File: src/rtl/pio_seq_pkg.sv
package pio_seq_pkg;
  localparam int A_CTRL = 0;
  localparam int A_STAT = 1;
  localparam int A_OPC  = 2;
  localparam int A_ADDR = 3;
  localparam int A_CNT  = 4;
  localparam int RD_CNT_LSB = 16;
  localparam int REG_SPACE_MAX = 255;

  localparam logic [7:0] OP_REG_RD  = 8'h12;
  localparam logic [7:0] OP_REG_WR  = 8'h13;
  localparam logic [7:0] OP_DEV_RD  = 8'h14;
  localparam logic [7:0] OP_DEV_WR  = 8'h18;
  localparam logic [7:0] OP_DEV_WRD = 8'h1C;

  typedef enum logic [2:0] {S_IDLE, S_CMD, S_WFETCH, S_WSEND, S_READ} seq_state_t;

  typedef struct packed {
    logic valid;
    logic wr_phase;
    logic rd_phase;
    logic reg_space;
  } op_info_t;
endpackage

File: src/rtl/pio_opdec.sv
module pio_opdec
  import pio_seq_pkg::*;
#(
  parameter int ADDR_W    = 24,
  parameter int CNT_W     = 7,
  parameter int MAX_BYTES = 64
) (
  input  logic [7:0]        opcode,
  input  logic [ADDR_W-1:0] addr,
  input  logic [CNT_W-1:0]  wr_bytes,
  input  logic [CNT_W-1:0]  rd_bytes,
  output op_info_t          info,
  output logic              bad_cmd,
  output logic              bad_len
);
  function automatic logic len_bad(input logic [CNT_W-1:0] b);
    return (b == '0) || (b > CNT_W'(MAX_BYTES));
  endfunction

  always_comb begin
    info = '0;
    case (opcode)
      OP_REG_RD:  info = '{valid: 1'b1, wr_phase: 1'b0, rd_phase: 1'b1, reg_space: 1'b1};
      OP_REG_WR:  info = '{valid: 1'b1, wr_phase: 1'b1, rd_phase: 1'b0, reg_space: 1'b1};
      OP_DEV_RD:  info = '{valid: 1'b1, wr_phase: 1'b0, rd_phase: 1'b1, reg_space: 1'b0};
      OP_DEV_WR:  info = '{valid: 1'b1, wr_phase: 1'b1, rd_phase: 1'b0, reg_space: 1'b0};
      OP_DEV_WRD: info = '{valid: 1'b1, wr_phase: 1'b1, rd_phase: 1'b1, reg_space: 1'b0};
      default:    info = '0;
    endcase
  end

  always_comb begin
    bad_cmd = !info.valid || (info.reg_space && (addr > ADDR_W'(REG_SPACE_MAX)));
    bad_len = !bad_cmd &&
              ((info.wr_phase && len_bad(wr_bytes)) || (info.rd_phase && len_bad(rd_bytes)));
  end
endmodule

File: src/rtl/pio_buf.sv
module pio_buf #(
  parameter int DW    = 32,
  parameter int DEPTH = 16
) (
  input  logic                     clk,
  input  logic                     we,
  input  logic [$clog2(DEPTH)-1:0] waddr,
  input  logic [DW-1:0]            wdata,
  input  logic [$clog2(DEPTH)-1:0] raddr,
  output logic [DW-1:0]            rdata
);
  logic [DW-1:0] mem [DEPTH];

  always_ff @(posedge clk) begin
    if (we) mem[waddr] <= wdata;
    rdata <= mem[raddr];
  end
endmodule

File: src/rtl/pio_fsm.sv
module pio_fsm
  import pio_seq_pkg::*;
#(
  parameter int DEPTH = 16,
  localparam int IW  = $clog2(DEPTH),
  localparam int WCW = IW + 1
) (
  input  logic           clk,
  input  logic           rst,
  input  logic           start,
  input  logic [WCW-1:0] n_wr,
  input  logic [WCW-1:0] n_rd,
  input  logic           cmd_ready,
  input  logic           wr_ready,
  input  logic           rd_valid,
  output logic           busy,
  output logic           cmd_valid,
  output logic           wr_valid,
  output logic           fetching,
  output logic [IW-1:0]  fetch_idx,
  output logic           cap_we,
  output logic [IW-1:0]  cap_idx,
  output logic           finish
);
  seq_state_t     state;
  logic [IW-1:0]  widx, ridx;
  logic [WCW-1:0] nw_q, nr_q;
  logic           wlast, rlast;

  assign wlast = ({1'b0, widx} == nw_q - 1'b1);
  assign rlast = ({1'b0, ridx} == nr_q - 1'b1);

  always_ff @(posedge clk) begin
    if (rst) begin
      state <= S_IDLE;
      widx  <= '0;
      ridx  <= '0;
      nw_q  <= '0;
      nr_q  <= '0;
    end else begin
      case (state)
        S_IDLE: if (start) begin
          state <= S_CMD;
          widx  <= '0;
          ridx  <= '0;
          nw_q  <= n_wr;
          nr_q  <= n_rd;
        end
        S_CMD: if (cmd_ready) state <= (nw_q != '0) ? S_WFETCH : S_READ;
        S_WFETCH: state <= S_WSEND;
        S_WSEND: if (wr_ready) begin
          if (wlast) state <= (nr_q != '0) ? S_READ : S_IDLE;
          else begin
            widx  <= widx + 1'b1;
            state <= S_WFETCH;
          end
        end
        S_READ: if (rd_valid) begin
          if (rlast) state <= S_IDLE;
          else ridx <= ridx + 1'b1;
        end
        default: state <= S_IDLE;
      endcase
    end
  end

  always_comb begin
    busy      = (state != S_IDLE);
    cmd_valid = (state == S_CMD);
    wr_valid  = (state == S_WSEND);
    fetching  = (state == S_WFETCH) || (state == S_WSEND);
    fetch_idx = widx;
    cap_we    = (state == S_READ) && rd_valid;
    cap_idx   = ridx;
    finish    = ((state == S_WSEND) && wr_ready && wlast && (nr_q == '0)) ||
                ((state == S_READ) && rd_valid && rlast);
  end
endmodule

File: src/rtl/pio_seq_top.sv
module pio_seq_top
  import pio_seq_pkg::*;
#(
  parameter int DEPTH  = 16,
  parameter int DW     = 32,
  parameter int ADDR_W = 24,
  localparam int IW        = $clog2(DEPTH),
  localparam int WCW       = IW + 1,
  localparam int MAX_BYTES = DEPTH * (DW / 8),
  localparam int CNT_W     = $clog2(MAX_BYTES) + 1,
  localparam int REG_AW    = IW + 1
) (
  input  logic              clk,
  input  logic              rst,
  input  logic              reg_we,
  input  logic              reg_re,
  input  logic [REG_AW-1:0] reg_addr,
  input  logic [DW-1:0]     reg_wdata,
  output logic [DW-1:0]     reg_rdata,
  output logic              cmd_valid,
  input  logic              cmd_ready,
  output logic [7:0]        cmd_opcode,
  output logic [ADDR_W-1:0] cmd_addr,
  output logic [CNT_W-1:0]  cmd_wr_bytes,
  output logic [CNT_W-1:0]  cmd_rd_bytes,
  output logic              wr_valid,
  input  logic              wr_ready,
  output logic [DW-1:0]     wr_data,
  input  logic              rd_valid,
  input  logic [DW-1:0]     rd_data,
  output logic              irq
);
  logic [7:0]        opc_q;
  logic [ADDR_W-1:0] addr_q;
  logic [CNT_W-1:0]  wcnt_q, rcnt_q;
  logic irq_en_q, done_q, seqerr_q, badlen_q, badcmd_q, irq_q;
  logic rsel_mem_q;
  logic [DW-1:0] ctl_rd_q;

  op_info_t info;
  logic bad_cmd, bad_len;
  logic busy, fetching, cap_we, finish;
  logic [IW-1:0] fetch_idx, cap_idx;
  logic [WCW-1:0] n_wr, n_rd;
  logic [CNT_W:0] wsum, rsum;
  logic is_data, wr_ok, blocked, go, start, stat_we;
  logic [DW-1:0] buf_rdata;
  logic buf_we;
  logic [IW-1:0] buf_waddr, buf_raddr, reg_idx;
  logic [DW-1:0] buf_wdata;

  pio_opdec #(.ADDR_W(ADDR_W), .CNT_W(CNT_W), .MAX_BYTES(MAX_BYTES)) dec_i (
    .opcode(opc_q), .addr(addr_q), .wr_bytes(wcnt_q), .rd_bytes(rcnt_q),
    .info(info), .bad_cmd(bad_cmd), .bad_len(bad_len)
  );

  assign wsum = {1'b0, wcnt_q} + (CNT_W+1)'(3);
  assign rsum = {1'b0, rcnt_q} + (CNT_W+1)'(3);
  assign n_wr = info.wr_phase ? WCW'(wsum >> 2) : '0;
  assign n_rd = info.rd_phase ? WCW'(rsum >> 2) : '0;

  assign is_data = reg_addr[REG_AW-1];
  assign reg_idx = reg_addr[IW-1:0];
  assign stat_we = reg_we && (reg_addr == REG_AW'(A_STAT));
  assign wr_ok   = reg_we && !busy;
  assign blocked = reg_we && busy && !stat_we;
  assign go      = wr_ok && (reg_addr == REG_AW'(A_CTRL)) && reg_wdata[0];
  assign start   = go && !bad_cmd && !bad_len;

  pio_fsm #(.DEPTH(DEPTH)) fsm_i (
    .clk(clk), .rst(rst), .start(start), .n_wr(n_wr), .n_rd(n_rd),
    .cmd_ready(cmd_ready), .wr_ready(wr_ready), .rd_valid(rd_valid),
    .busy(busy), .cmd_valid(cmd_valid), .wr_valid(wr_valid),
    .fetching(fetching), .fetch_idx(fetch_idx),
    .cap_we(cap_we), .cap_idx(cap_idx), .finish(finish)
  );

  assign buf_we    = cap_we || (wr_ok && is_data);
  assign buf_waddr = cap_we ? cap_idx : reg_idx;
  assign buf_wdata = cap_we ? rd_data : reg_wdata;
  assign buf_raddr = fetching ? fetch_idx : reg_idx;

  pio_buf #(.DW(DW), .DEPTH(DEPTH)) buf_i (
    .clk(clk), .we(buf_we), .waddr(buf_waddr), .wdata(buf_wdata),
    .raddr(buf_raddr), .rdata(buf_rdata)
  );

  // Shadow registers for the command.
  always_ff @(posedge clk) begin
    if (rst) begin
      opc_q    <= '0;
      addr_q   <= '0;
      wcnt_q   <= '0;
      rcnt_q   <= '0;
      irq_en_q <= 1'b0;
    end else if (wr_ok) begin
      case (int'(reg_addr))
        A_CTRL: irq_en_q <= reg_wdata[1];
        A_OPC:  opc_q    <= reg_wdata[7:0];
        A_ADDR: addr_q   <= reg_wdata[ADDR_W-1:0];
        A_CNT: begin
          wcnt_q <= reg_wdata[CNT_W-1:0];
          rcnt_q <= reg_wdata[RD_CNT_LSB +: CNT_W];
        end
        default: ;
      endcase
    end
  end

  // Sticky status: set wins over write-1-to-clear.
  always_ff @(posedge clk) begin
    if (rst) begin
      done_q   <= 1'b0;
      seqerr_q <= 1'b0;
      badlen_q <= 1'b0;
      badcmd_q <= 1'b0;
      irq_q    <= 1'b0;
    end else begin
      done_q   <= (done_q   && !(stat_we && reg_wdata[1])) || finish || (go && (bad_cmd || bad_len));
      seqerr_q <= (seqerr_q && !(stat_we && reg_wdata[2])) || blocked;
      badlen_q <= (badlen_q && !(stat_we && reg_wdata[3])) || (go && bad_len);
      badcmd_q <= (badcmd_q && !(stat_we && reg_wdata[4])) || (go && bad_cmd);
      irq_q    <= irq_en_q && done_q;
    end
  end

  // Register read path, one cycle of latency.
  always_ff @(posedge clk) begin
    if (rst) begin
      rsel_mem_q <= 1'b0;
      ctl_rd_q   <= '0;
    end else if (reg_re) begin
      rsel_mem_q <= is_data;
      case (int'(reg_addr))
        A_CTRL:  ctl_rd_q <= DW'({irq_en_q, 1'b0});
        A_STAT:  ctl_rd_q <= DW'({badcmd_q, badlen_q, seqerr_q, done_q, busy});
        A_OPC:   ctl_rd_q <= DW'(opc_q);
        A_ADDR:  ctl_rd_q <= DW'(addr_q);
        A_CNT:   ctl_rd_q <= DW'({rcnt_q, {(RD_CNT_LSB-CNT_W){1'b0}}, wcnt_q});
        default: ctl_rd_q <= '0;
      endcase
    end
  end

  assign reg_rdata    = rsel_mem_q ? buf_rdata : ctl_rd_q;
  assign cmd_opcode   = opc_q;
  assign cmd_addr     = addr_q;
  assign cmd_wr_bytes = info.wr_phase ? wcnt_q : '0;
  assign cmd_rd_bytes = info.rd_phase ? rcnt_q : '0;
  assign wr_data      = buf_rdata;
  assign irq          = irq_q;
endmodule

File: config.mk
export PLATFORM = sky130hd
export DESIGN_NAME = pio_seq_top
export DESIGN_NICKNAME = d
export VERILOG_FILES = /design/src/rtl/pio_seq_pkg.sv /design/src/rtl/pio_opdec.sv /design/src/rtl/pio_buf.sv /design/src/rtl/pio_fsm.sv /design/src/rtl/pio_seq_top.sv
export SDC_FILE = /design/constraint.sdc
export NUM_CORES = 1
export LEC_CHECK = 0
export BUFFER_PORTS_ARGS = -buffer_cell sky130_fd_sc_hd__buf_4
export CAP_MARGIN = 5
export CORE_ASPECT_RATIO = 0.5
export CORE_MARGIN = 4
export CORE_UTILIZATION = 54
export CTS_CLUSTER_DIAMETER = 150
export DETAILED_ROUTE_END_ITERATION = 12
export GPL_TIMING_DRIVEN = 0
export MAX_ROUTING_LAYER = met4
export PLACE_DENSITY = 0.76
export SYNTH_ARGS = -nofsm -noshare
export SYNTH_HDL_FRONTEND = slang
export SYNTH_HIERARCHICAL = 1
export SYNTH_SLANG_ARGS = --single-unit
export TNS_END_PERCENT = 1
File: constraint.sdc
create_clock -name clk -period 5.26 [get_ports clk]
set_clock_uncertainty 0.15 [all_clocks]
set_input_delay 1.052 -clock clk [delete_from_list [all_inputs] [get_ports clk]]
set_output_delay 1.052 -clock clk [all_outputs]
set_load 0.01 [all_outputs]
==> flow_summary.yaml <==
run_status:
  status: "complete, no violations"
worst_setup_path:
  required_ns: 5.41
  cp-start-kind: "flop"
  critPathMaxFanout: 11
  crit-reg2reg-launch: "fsm_i/state[1]"
  reg2reg_setup_slack_ns: 0.38
  cp-startpoint: "fsm_i/state[1]"
  setup.worst_path.end: "buf_i/mem[0][18]"
  r2r_cells: 10
  r2r_end: "buf_i/mem[0][18]"
  cp-end-kind: "flop"
  path_class: "reg2reg"
  arrival_ns: 5.04
clock_tree:
  cts.htree.levels: 2
  cts_root_buf: "clkbuf_16"
  cts_setup_buffers: 0
  cts_repair_resize_count: 0
  numCtsBuffers: 54
  cts_hold_buf: 0
  clock_latency_ns: 0.60
  clock-sinks: 642
  cts_max_path_buffers: 3
  clk_pin_slew_ns: 0.07
  cts_tree: "built"
synth:
  synth_fp_nets: 1603
  synth_area_um2: 25550
  synth.avg_cell_area_um2: 16.78
  ys.warnings.count: 6
  synthCells: 1523
pwr:
  peakVddDrop_mv: 0.2129
  combPwrFrac_pct: 6.1
  pwr-share-seq_pct: 54.5
  swShare_pct: 22.23
  power.total_w: 0.01027
  p_clk_share_pct: 39.4
  power.switching_w: 0.002284
  power.density_nw_per_um2: 341.9
  intPower_w: 0.007987
  p_leak_nw: 10.08
placed_design:
  pre_cts_slack_ns: 0.1431
  placed_area_um2: 28290
  dpl.cell_count: 2375
  numPortBuffers: 188
  place_hpwl_mm: 44.62
  place_congestion: 0.9126
timing:
  rsz0062_at_grt: "no"
  worstMarginPinSlew_ns: 1.118
  period_share_pct: 92.86
  max_slew_margin_pct: 24.42
  slew_viol_final: 0
  max_clock_freq_mhz: 204.7
  setup-violations-final: 0
  finalHoldViolations: 0
  hold-worst-slack_ns: 0.3219
  setup_ws_ns: 0.3757
  post-route-min-period_ns: 4.884
die:
  dieArea_um2: 51070
  core_um2: 46800
  die_w_um: 315.6
  pin_count: 189
  die_h_um: 161.8
  start_util_pct: 54.59
  num_rows: 56
global_routing:
  use_met2_pct: 42.92
  grt_max_degree: 27
  top_usage_layer: "met2"
  antenna_found_initial: 1
  grtUsageTotal_pct: 27.38
  grt_pass1_vias: 15087
  grt_remaining_overflow: 0
  grt_util_met3_pct: 6.095
  use_met1_pct: 37.20
  grt_pass1_wl_mm: 100.0
layout:
  final_nets: 1873
  diodes: 0
  final_area_um2: 30040
  drive_above_1_share_pct: 30.36
  instances_no_fill: 2476
  syn2layout_area_growth_pct: 17.55
detailed_routing:
  routed_wl_mm: 68.00
  dr.pass1.iters: 5
  antenna_left: 0
  drt_iter0_drc: 1785
  num_vias: 15415
  wl_per_cell_um: 27.46
  routed_via_density: 6.226
  route.detailed.drc: 0
worst_hold_path:
  hp-class: "reg2reg"
job:
  drv_cap: 0
-- registers in the layout (all words and copies together) (netlist names) --
name,count
badlen_q,1
rsel_mem_q,1
cmd_opcode,8
seqerr_q,1
fsm_i/fetch_idx,4
buf_i/rdata,32
ctl_rd_q,24
wcnt_q,7
cmd_addr,24
done_q,1
irq,1
fsm_i/cap_idx,4
fsm_i/nw_q,5
fsm_i/nr_q,5
buf_i/mem,512
badcmd_q,1
rcnt_q,7
irq_en_q,1
fsm_i/state,3
-- worst max-delay path: stages (launching register included) --
cell and delay (ns):
dfxtp_1 0.33, clkbuf_1 0.21, nor2_1 0.32, nand3_1 0.19, inv_1 0.08, clkbuf_1 0.76, buf_2 0.59, a21o_1 0.23
or3b_2 0.59, nor3_2 0.83, buf_6 0.28
-- per-layer routing --
metal	routed length, um	vias to the layer above
li1	-	6542
met1	26460	7891
met4	1583	0
met5	0	-
met3	7090	116
met2	32860	866
-- area by class of cell --
cell class	count	area, um2
Fill cell	3229	16770
Inverter	9	33.78
Tap cell	638	798.3
Multi-Input combinational cell	783	7216
Buffer	89	435.4
Timing Repair Buffer	214	1832
Clock buffer	69	1418
Clock inverter	32	327.8
Sequential cell	642	17980
-- worst min path at each step --
stage               slack (ns)          from      endpoint  cells after the start
floorplan                 0.27   ctl_rd_q[0]   ctl_rd_q[0]                      2
global placement          0.30  ctl_rd_q[19]  ctl_rd_q[19]                      2
detailed placement        0.30  ctl_rd_q[19]  ctl_rd_q[19]                      2
CTS                       0.32  ctl_rd_q[18]  ctl_rd_q[18]                      2
global route              0.34  ctl_rd_q[18]  ctl_rd_q[18]                      2
finish                    0.32  ctl_rd_q[16]  ctl_rd_q[16]                      2
-- cells in the final DEF (no fill, tap or decap), types with 8 or more instances in the layout --
cell type and instances:
nor2_1 38, nor2_4 12, clkbuf_16 54, nor3_1 12
inv_1 9, mux4_2 128, o21ai_0 8, dfxtp_1 130
nor4_1 8, a22oi_1 76, buf_4 203, edfxtp_1 512
buf_1 10, buf_2 18, clkbuf_1 57, xnor2_1 14
buf_6 15, o21ai_1 13, mux2i_1 11, nand3_1 30
a21oi_1 72, buf_12 10, mux2_2 66, nand4_1 8
and2_1 31, clkinv_1 9, nand2_1 146, nor2b_1 21
-- stage by stage --
| stage | TNS [ns] | util [%] |
|---|---|---|
| 2_1_floorplan | 0 | - |
| 3_3_place_gp | -909.03 | 59.31 |
| 3_5_place_dp | 0 | 60.45 |
| 4_1_cts | 0 | 64.18 |
| 5_1_grt | 0 | 64.18 |
| 6_report | 0 | 64.18 |
-- power by group through the flow --
stage / Clock [W] / Combinational (W) / Sequential, W
6_report: 0.00405 / 0.000629 / 0.00559
5_1_grt: 0.00428 / 0.000662 / 0.00560
4_1_cts: 0.00404 / 0.000624 / 0.00559
3_5_place_dp: 0 / 0.000617 / 0.00570
3_3_place_gp: 0 / 0.000592 / 0.00570
2_1_floorplan: 0 / 0.000321 / 0.00570
Power figures use the tool's default switching activity.
